<file path="config.mk">
export PLATFORM = sky130hd
export DESIGN_NAME = emap_cmd_top
export DESIGN_NICKNAME = d
export VERILOG_FILES = /design/src/rtl/emap_pkg.sv /design/src/rtl/emap_check.sv /design/src/rtl/emap_pack.sv /design/src/rtl/emap_cmd_top.sv
export SDC_FILE = /design/constraint.sdc
export NUM_CORES = 1
export LEC_CHECK = 0
export ABC_AREA = 1
export BUFFER_PORTS_ARGS = -buffer_cell sky130_fd_sc_hd__buf_4
export CORE_ASPECT_RATIO = 1.4
export CORE_MARGIN = 1
export CORE_UTILIZATION = 25
export CTS_BUF_LIST = sky130_fd_sc_hd__clkbuf_4 sky130_fd_sc_hd__clkbuf_8
export DETAILED_ROUTE_END_ITERATION = 8
export SETUP_SLACK_MARGIN = 0.5
export SLEW_MARGIN = 20
export SYNTH_ARGS = -nofsm -noshare
export SYNTH_HDL_FRONTEND = slang
export SYNTH_SLANG_ARGS = --single-unit
export TNS_END_PERCENT = 10
</file>
<file path="constraint.sdc">
create_clock -name clk -period 4.7 [get_ports clk]
set_input_delay 0.94 -clock clk [delete_from_list [all_inputs] [get_ports clk]]
set_output_delay 0.94 -clock clk [all_outputs]
set_load 0.03 [all_outputs]
</file>
<file path="src/rtl/emap_pkg.sv">
package emap_pkg;

  typedef enum logic [1:0] {
    ST_OK   = 2'd0,
    ST_DROP = 2'd1,
    ST_ERR  = 2'd2
  } emap_status_e;

  typedef enum logic [3:0] {
    S_IDLE, S_RD0, S_RD1, S_RD2, S_LOOK, S_CHECK, S_WRLO, S_WRHI, S_DONE
  } emap_state_e;

  localparam int unsigned SPURIOUS_ID = 1023;
  localparam int unsigned LPI_FLOOR   = 8192;

  typedef struct packed {
    logic [31:0] devid;
    logic [31:0] event_id;
    logic [31:0] intid;
    logic [15:0] collid;
  } emap_cmd_t;

endpackage

</file>
<file path="src/rtl/emap_check.sv">
module emap_check
  import emap_pkg::*;
#(
  parameter logic [31:0] MAX_DEVID  = 32'h0000_FFFF,
  parameter logic [15:0] MAX_COLLID = 16'h00FF
) (
  input  emap_cmd_t   cmd,
  input  logic        implicit_id,
  input  logic [4:0]  id_bits,
  input  logic        dte_valid,
  input  logic [4:0]  dte_size,
  output logic        accept
);

  logic [33:0] evt_limit;
  logic [33:0] int_limit;
  logic        base_ok;
  logic        int_ok;

  always_comb begin
    evt_limit = 34'd2 << dte_size;
    int_limit = 34'd2 << id_bits;
    base_ok   = (cmd.devid <= MAX_DEVID) && (cmd.collid <= MAX_COLLID) &&
                dte_valid && ({2'b00, cmd.event_id} <= evt_limit);
    int_ok    = implicit_id ||
                ((cmd.intid >= 32'(LPI_FLOOR)) && ({2'b00, cmd.intid} <= int_limit));
    accept    = base_ok && int_ok;
  end

endmodule

</file>
<file path="src/rtl/emap_pack.sv">
module emap_pack
  import emap_pkg::*;
#(
  parameter int unsigned AW = 48
) (
  input  logic [31:0]   event_id,
  input  logic [23:0]   intid_lo,
  input  logic [15:0]   collid,
  input  logic          implicit_id,
  input  logic [AW-1:0] table_base,
  output logic [63:0]   lo_word,
  output logic [31:0]   hi_word,
  output logic [AW-1:0] lo_addr,
  output logic [AW-1:0] hi_addr
);

  localparam logic [9:0] SPUR = 10'(SPURIOUS_ID);

  logic [23:0] stored_id;

  always_comb begin
    stored_id = implicit_id ? event_id[23:0] : intid_lo;
    lo_word   = {28'd0, SPUR, stored_id, 1'b1, 1'b1};
    hi_word   = {16'd0, collid};
    lo_addr   = table_base + AW'({event_id, 3'b000});
    hi_addr   = table_base + AW'({event_id, 2'b00}) + AW'(32);
  end

endmodule

</file>
<file path="src/rtl/emap_cmd_top.sv">
module emap_cmd_top
  import emap_pkg::*;
#(
  parameter int unsigned AW         = 48,
  parameter logic [31:0] MAX_DEVID  = 32'h0000_FFFF,
  parameter logic [15:0] MAX_COLLID = 16'h00FF
) (
  input  logic          clk,
  input  logic          rst_n,
  input  logic          start,
  input  logic [AW-1:0] cmd_addr,
  input  logic          implicit_id,
  input  logic [4:0]    id_bits,
  output logic          done,
  output logic [1:0]    status,
  output logic          mem_req,
  output logic          mem_we,
  output logic          mem_wide,
  output logic [AW-1:0] mem_addr,
  output logic [63:0]   mem_wdata,
  input  logic          mem_ack,
  input  logic          mem_err,
  input  logic [63:0]   mem_rdata,
  output logic          lk_req,
  output logic [31:0]   lk_devid,
  input  logic          lk_ack,
  input  logic          lk_err,
  input  logic          lk_valid,
  input  logic [4:0]    lk_size,
  input  logic [AW-1:0] lk_base
);

  emap_state_e  state_q, state_d;
  emap_status_e status_q, status_d;
  emap_cmd_t    cmd_q;
  logic [AW-1:0] addr_q;
  logic          impl_q;
  logic [4:0]    idb_q;
  logic          dval_q;
  logic [4:0]    dsize_q;
  logic [AW-1:0] base_q;
  logic          lo_ok_q;

  logic en_start, en_w0, en_w1, en_w2, en_lk, en_lo;
  logic          accept;
  logic [63:0]   lo_word;
  logic [31:0]   hi_word;
  logic [AW-1:0] lo_addr, hi_addr;
  logic          ok_ack;

  emap_check #(.MAX_DEVID(MAX_DEVID), .MAX_COLLID(MAX_COLLID)) i_check (
    .cmd(cmd_q), .implicit_id(impl_q), .id_bits(idb_q),
    .dte_valid(dval_q), .dte_size(dsize_q), .accept(accept)
  );

  emap_pack #(.AW(AW)) i_pack (
    .event_id(cmd_q.event_id), .intid_lo(cmd_q.intid[23:0]), .collid(cmd_q.collid),
    .implicit_id(impl_q), .table_base(base_q),
    .lo_word(lo_word), .hi_word(hi_word), .lo_addr(lo_addr), .hi_addr(hi_addr)
  );

  assign ok_ack = mem_ack && !mem_err;

  // next-state logic
  always_comb begin
    state_d  = state_q;
    status_d = status_q;
    en_start = 1'b0;
    en_w0    = 1'b0;
    en_w1    = 1'b0;
    en_w2    = 1'b0;
    en_lk    = 1'b0;
    en_lo    = 1'b0;
    case (state_q)
      S_IDLE: if (start) begin
        en_start = 1'b1;
        state_d  = S_RD0;
      end
      S_RD0: if (mem_ack) begin
        en_w0   = !mem_err;
        state_d = mem_err ? S_DONE : S_RD1;
        if (mem_err) status_d = ST_ERR;
      end
      S_RD1: if (mem_ack) begin
        en_w1   = !mem_err;
        state_d = mem_err ? S_DONE : S_RD2;
        if (mem_err) status_d = ST_ERR;
      end
      S_RD2: if (mem_ack) begin
        en_w2   = !mem_err;
        state_d = mem_err ? S_DONE : S_LOOK;
        if (mem_err) status_d = ST_ERR;
      end
      S_LOOK: if (lk_ack) begin
        en_lk   = !lk_err;
        state_d = lk_err ? S_DONE : S_CHECK;
        if (lk_err) status_d = ST_ERR;
      end
      S_CHECK: begin
        state_d = accept ? S_WRLO : S_DONE;
        if (!accept) status_d = ST_DROP;
      end
      S_WRLO: if (mem_ack) begin
        en_lo   = !mem_err;
        state_d = mem_err ? S_DONE : S_WRHI;
        if (mem_err) status_d = ST_ERR;
      end
      S_WRHI: if (mem_ack) begin
        state_d  = S_DONE;
        status_d = mem_err ? ST_ERR : ST_OK;
      end
      S_DONE:  state_d = S_IDLE;
      default: state_d = S_IDLE;
    endcase
  end

  // control registers
  always_ff @(posedge clk or negedge rst_n) begin
    if (!rst_n) begin
      state_q  <= S_IDLE;
      status_q <= ST_OK;
      lo_ok_q  <= 1'b0;
    end else begin
      state_q  <= state_d;
      status_q <= status_d;
      if (en_start)   lo_ok_q <= 1'b0;
      else if (en_lo) lo_ok_q <= 1'b1;
    end
  end

  // datapath registers with explicit enables
  always_ff @(posedge clk or negedge rst_n) begin
    if (!rst_n) begin
      cmd_q   <= '0;
      addr_q  <= '0;
      impl_q  <= 1'b0;
      idb_q   <= '0;
      dval_q  <= 1'b0;
      dsize_q <= '0;
      base_q  <= '0;
    end else begin
      if (en_start) begin
        addr_q <= cmd_addr;
        impl_q <= implicit_id;
        idb_q  <= id_bits;
      end
      if (en_w0) cmd_q.devid <= mem_rdata[63:32];
      if (en_w1) begin
        cmd_q.event_id <= mem_rdata[31:0];
        cmd_q.intid    <= mem_rdata[63:32];
      end
      if (en_w2) cmd_q.collid <= mem_rdata[15:0];
      if (en_lk) begin
        dval_q  <= lk_valid;
        dsize_q <= lk_size;
        base_q  <= lk_base;
      end
    end
  end

  // outputs
  always_comb begin
    mem_req   = 1'b0;
    mem_we    = 1'b0;
    mem_wide  = 1'b1;
    mem_addr  = addr_q;
    mem_wdata = '0;
    case (state_q)
      S_RD0: mem_req = 1'b1;
      S_RD1: begin mem_req = 1'b1; mem_addr = addr_q + AW'(8);  end
      S_RD2: begin mem_req = 1'b1; mem_addr = addr_q + AW'(16); end
      S_WRLO: begin
        mem_req = 1'b1; mem_we = 1'b1; mem_addr = lo_addr; mem_wdata = lo_word;
      end
      S_WRHI: begin
        mem_req = 1'b1; mem_we = 1'b1; mem_wide = 1'b0;
        mem_addr = hi_addr; mem_wdata = {32'd0, hi_word};
      end
      default: ;
    endcase
  end

  assign lk_req   = (state_q == S_LOOK);
  assign lk_devid = cmd_q.devid;
  assign done     = (state_q == S_DONE);
  assign status   = status_q;

  // a pending memory request keeps its address until acknowledged
  p_req_hold_r1: assert property (@(posedge clk) disable iff (!rst_n)
    mem_req && !mem_ack |=> mem_req && $stable(mem_addr) && $stable(mem_we));

  // lookup request holds its device number until acknowledged
  p_lk_hold_r3: assert property (@(posedge clk) disable iff (!rst_n)
    lk_req && !lk_ack |=> lk_req && $stable(lk_devid));

  // a failed read is never followed by any further request
  p_err_stop_r2: assert property (@(posedge clk) disable iff (!rst_n)
    mem_req && !mem_we && mem_ack && mem_err |=> !mem_req && !lk_req);

  // every wide write carries the valid, physical and spurious fields
  p_lo_fields_r6: assert property (@(posedge clk) disable iff (!rst_n)
    mem_req && mem_we && mem_wide |->
      mem_wdata[1:0] == 2'b11 && mem_wdata[35:26] == 10'd1023 && mem_wdata[63:36] == '0);

  // the narrow write only after a clean low write
  p_hi_after_lo_r7: assert property (@(posedge clk) disable iff (!rst_n)
    mem_req && mem_we && !mem_wide |-> lo_ok_q);

  // done lasts one cycle
  p_done_pulse_r8: assert property (@(posedge clk) disable iff (!rst_n)
    done |=> !done);

  // requests never overlap
  p_one_port_r9: assert property (@(posedge clk) disable iff (!rst_n)
    $onehot0({mem_req, lk_req, done}));

endmodule

</file>
# Word level (Yosys, flattened, before mapping)
# Index checks and enable logic that the tools add are counted.
# word_totals
reg_bits	226
out_inout_bits	151
# classes
add_sub_neg	5
n_lt_le_gt_ge	5
n_eq_ne	19
shift	2
n_mux	36
reduce_logical	15
# ops
op	n
48-bit case mux with 4 select lines	1
36-bit case mux with 2 select lines	1
32-bit by 34-bit less-or-equal comparator with 1-bit output	2
2-bit by 5-bit << shifter with 34-bit output (first input constant)	2
4-bit 2-to-1 mux	13
48-bit by 34-bit adder with 48-bit output	1
48-bit by 35-bit adder with 48-bit output	1
48-bit by 4-bit adder with 48-bit output (second input constant)	1
48-bit by 5-bit adder with 48-bit output (second input constant)	1
48-bit by 6-bit adder with 48-bit output (second input constant)	1
32-bit by 14-bit greater-or-equal comparator with 1-bit output (second input constant)	1
32-bit by 16-bit less-or-equal comparator with 1-bit output (second input constant)	1
4-bit case mux with 8 select lines	1
24-bit 2-to-1 mux	1
4-bit by 3-bit equality test with 1-bit output (second input constant)	4
16-bit by 8-bit less-or-equal comparator with 1-bit output (second input constant)	1
2-bit 2-to-1 mux	7
2-bit != test (second input constant)	7
7-bit AND reduction	2
1-bit 2-to-1 mux	11
4-bit by 2-bit equality test with 1-bit output (second input constant)	2
2-bit by 1-bit != test with 1-bit output (second input constant)	4
2-bit case mux with 4 select lines	1
1-bit logical AND	5
other kinds (9)	10

# Logic depth before layout (Yosys ltp)
# logic_depth
depth_word	7
ltp_mapped	22
depth_no_buf	21

# Hierarchy
# Synthesis repeated with hierarchy kept, for this count alone.
# unflattened
cells_unflattened	3421
area_unflattened_um2	22731.8
# by_module_without_submodules
mod	instances	cells_each	area_each_um2
emap_cmd_top	1	1584	13010.0
emap_pack	1	1467	7492.2
emap_check	1	370	2229.6

# Least setup slack after synthesis
# No wires, ideal clock.
# synth_path
kind	reg2out
start	register, netlist name cmd_q[49]
end	output port mem_addr[15]
t_arrival_ns	2.724
t_required_ns	3.760
setup_slack_ns	1.036
stages_incl_launch_ff	16
n_path_buf	0
path_cell_list	dfrtp_1 ha_1 ha_1 inv_1 fa_1 nor3_1 nor2_1 o21ai_2 inv_1 o21bai_1 inv_1 a21oi_1 o21ai_0 nand2_1 nor2_1 o21ai_0
# synth_between
elab_chain_cells	3
word_cells_on_any_way	4
# synth_rtl
item	line_no	text
48-bit by 34-bit adder with 48-bit output	emap_pack.sv:26	hi_addr = table_base + AW'({event_id, 2'b00}) + AW'(32);
48-bit by 6-bit adder with 48-bit output	emap_pack.sv:26	
48-bit case mux with 4 select lines (*)	emap_cmd_top.sv:168	case (state_q)
end: declaration	emap_cmd_top.sv:19	output logic [AW-1:0] mem_addr,
# Every way passes the cells marked *; elsewhere a longest branch is shown, timed or not.

# Worst setup path after layout
# layout_path
start	register, netlist name cmd_q[67]
end	output port mem_addr[26]
# layout_between
elab_chain_cells	3
word_cells_on_any_way	4
# layout_rtl
item	line_no
48-bit by 34-bit adder with 48-bit output	emap_pack.sv:26
48-bit by 6-bit adder with 48-bit output	emap_pack.sv:26
48-bit case mux with 4 select lines (*)	emap_cmd_top.sv:168
# Marks and branches as above.

==> impl_metrics.py <==
metrics = {
    "outcome": {
        "status": "finished, final reports clean",
    },
    "global_route": {
        "grt_pass1_vias": 22185,
        "antenna_found_initial": 6,
        "grtUsageTotal": 0.2351,
        "grt_pass1_wl_um": 145300,
        "grt_max_degree": 84,
        "grt_overflow": 0,
    },
    "timing": {
        "fmax_ghz": 0.2279,
        "rsz0062_at_grt": "yes",
        "worstMarginPinSlew_ns": 0.9530,
        "setup_viol_count_final": 0,
        "relSlewSlack": 0.3647,
        "hold_viol": 0,
        "period_minus_slack_ns": 4.387,
        "finalCritPeriodShare": 0.9334,
        "fin_worst_skew_ns": 0.02684,
        "setup_tns_ns": 0,
        "slew_violations": 0,
    },
    "routing": {
        "top_layer": "met5",
        "avgRoutedWirePerCell_um": 22.40,
        "drc": 0,
        "drtIter0Drc": 1838,
        "wl_um": 100200,
        "drt-met1-wl_um": 37630,
        "met2_wirelength_um": 48990,
        "vias": 22732,
        "ant_nets": 0,
        "drtPass1Iterations": 6,
        "vias_per_cell": 5.081,
        "dr_wl_met3_um": 5967,
    },
    "clocking": {
        "cts_tree": "done",
        "clock_latency_ns": 0.67,
        "root_buffer": "clkbuf_8",
        "ctsHoldBuffers": 0,
        "cts_inserted_buffers": 45,
        "clkSinkCount": 226,
        "cts_buffer_depth": 3,
        "path_clk_slew_ns": 0.07,
        "h-tree-depth": 2,
    },
    "setup_path": {
        "r2r_cells": 18,
        "r2r_end": "state_q[1]$_DFFE_PN0P_",
        "reg2reg_slack_ns": 1.20,
        "critPathMaxFanout": 5,
        "end_kind": "output port",
        "worstReg2RegStart": "dsize_q[3]$_DFFE_PN0P_",
        "crit_path_start_kind": "flip-flop",
        "critPathKind": "flip-flop to output port",
        "required_ns": 3.76,
        "crit_arrival_ns": 3.45,
    },
    "cells_and_area": {
        "n_fill_cell": 8965,
        "final_net_count": 3709,
        "synthToLayoutAreaGrowth_pct": 28.59,
        "fin_cells": 4474,
        "final_common_cell": "nand2_1",
        "drive_above_1_share": 0.2479,
        "final_design_area_no_fill_um2": 26610,
        "final_cell_mix": "657 x nand2_1, 366 x buf_4, 355 x inv_1",
    },
    "synthesis": {
        "synth-edff-count": 0,
        "synthFlopType": "dfrtp_1",
        "postSynthAreaPerCell_um2": 6.735,
        "synthCells": 3072,
        "yosysUniqueCellTypes": 63,
        "synth-seq-area-share": 0.2733,
        "synth_area_leader_cell": "dfrtp_1",
        "synth_area_leaders": "dfrtp_1 27%, nand2_1 12%, ha_1 9.7%, inv_1 6.6%, o21ai_0 6.0%",
        "yosysWarningCount": 0,
        "synth-seq-cells": 226,
        "synthArstFlopShare": 1.000,
        "synth_top_cell_area_share": 0.2733,
        "synth.cell_area_um2": 20690,
    },
    "power": {
        "p_int_w": 0.008607,
        "p_comb_frac": 0.635,
        "switching_share": 0.5362,
        "seqPwrFrac": 0.230,
        "pwr-share-clk": 0.135,
        "leakagePower_nw": 12.19,
        "switching_power_w": 0.009951,
        "cellPowerDensity_nw_per_um2": 697.5,
        "ir_worst_vdd_uv": 363.2,
    },
    "run": {
        "maxCapViolCount": 0,
    },
    "floorplan": {
        "core_um2": 81760,
        "dieArea_um2": 83930,
        "die_x_um": 245.1,
        "ios": 330,
        "dieHeight_um": 342.4,
        "initial_utilization": 0.2530,
        "std_cell_rows": 124,
    },
    "min_path": {
        "hold_path_class": "input pin to async pin",
    },
    "placement": {
        "hpwl_um": 81830,
        "gp_congestion": 1.031,
        "place_area_um2": 23960,
        "place_inst": 4362,
        "io_buffers": 301,
    },
}
power by group through the flow:
stage	logic, W	registers (W)	clock network (W)
CTS	0.0116	0.00423	0.00257
finish	0.0118	0.00426	0.00251
global placement	0.0104	0.00419	0
detailed placement	0.0104	0.00421	0
floorplan	0.00702	0.00357	0
global route	0.0128	0.00437	0.00264
Yosys cell counts (24+ instances only):
cell type,number
clkbuf_1,53
buf_2,29
nor3_1,42
nor2_2,24
nor2_1,317
mux2_2,52
nand3_1,201
buf_4,70
ha_1,160
nand2_1,678
a21oi_1,222
nand4_1,132
o21ai_0,246
inv_1,363
dfrtp_1,226
layout make-up:
class	instances	area (um^2)	share of cell area
multi-input combinational	2329	14080	0.5293
sequential	226	5693	0.2140
timing repair buffer	382	2967	0.1115
inverter	384	1444	0.05427
tap	1071	1340	0.05037
clock buffer	62	803.3	0.03019
clock inverter	18	272.8	0.01025
antenna	2	5.005	0.0001881
cell families (layout without fill, tap and decap cells):
group | after synthesis | count (layout) | synth area share
and+or+nand+nor | 1485 | 1485 | 0.3227
AOI/OAI and AO/OA | 570 | 570 | 0.1485
buffers and inverters | 544 | 846 | 0.1131
DFF | 226 | 226 | 0.2733
adders and majority gates | 162 | 162 | 0.09869
muxes | 65 | 65 | 0.03538
xor gates and xnor gates | 19 | 19 | 0.008043
other | 1 | 30 | 0.0001812
critical path, stage by stage, from the launching register on:
cell	delay (ns)
dfrtp_1	0.40
buf_4	0.19
ha_2	0.41
nand2_1	0.11
nor2_1	0.18
inv_1	0.07
nor2_1	0.15
inv_1	0.09
nor2_1	0.16
a21oi_1	0.11
or2_2	0.29
nand3_2	0.13
nand4_1	0.23
buf_4	0.25
through the flow:
step                total power (W)  worst slack, ns  hold WS [ns]    util
floorplan                   0.01058            1.036        0.4488       -
global placement            0.01460           0.3212        0.4592  0.2930
detailed placement          0.01464           0.3753        0.4694  0.2930
CTS                         0.01837           0.3521        0.2788  0.3224
global route                0.01982           0.2013        0.3014  0.3254
finish                      0.01856           0.3130        0.2579  0.3254
state kept, by name (all words and copies together) (netlist names):
| signal | cells |
|---|---|
| dsize_q | 5 |
| dval_q | 1 |
| status | 2 |
| idb_q | 5 |
| addr_q | 48 |
| cmd_q | 80 |
| state_q | 4 |
| impl_q | 1 |
| lk_devid | 32 |
| base_q | 48 |
what timing repair did:
| action | CTS | global route |
|---|---|---|
| setup buffers | 26 | 4 |
| gates resized for setup | 260 | 52 |
| pin swaps | 40 | 17 |
| endpoints found under the setup margin | 43 | 47 |
routing by layer:
metal / global-route usage / vias to the layer above
li1: - / 10810
met1: 0.2604 / 10749
met2: 0.4077 / 918
met3: 0.04096 / 247
met4: 0.1615 / 8
met5: 0 / -
worst max-delay path by stage:
stage	slack [ns]	to	start	depth (start not counted)
global placement	0.32	mem_addr[32]	cmd_q[51]$_DFFE_PN0P_	18
detailed placement	0.38	mem_addr[31]	cmd_q[49]$_DFFE_PN0P_	15
finish	0.31	mem_addr[26]	cmd_q[67]$_DFFE_PN0P_	13
CTS	0.35	mem_addr[27]	base_q[3]$_DFFE_PN0P_	13
global route	0.20	mem_addr[37]	cmd_q[62]$_DFFE_PN0P_	16
floorplan	1.04	mem_addr[15]	cmd_q[49]$_DFFE_PN0P_	15
Power figures use the tool's default switching activity.
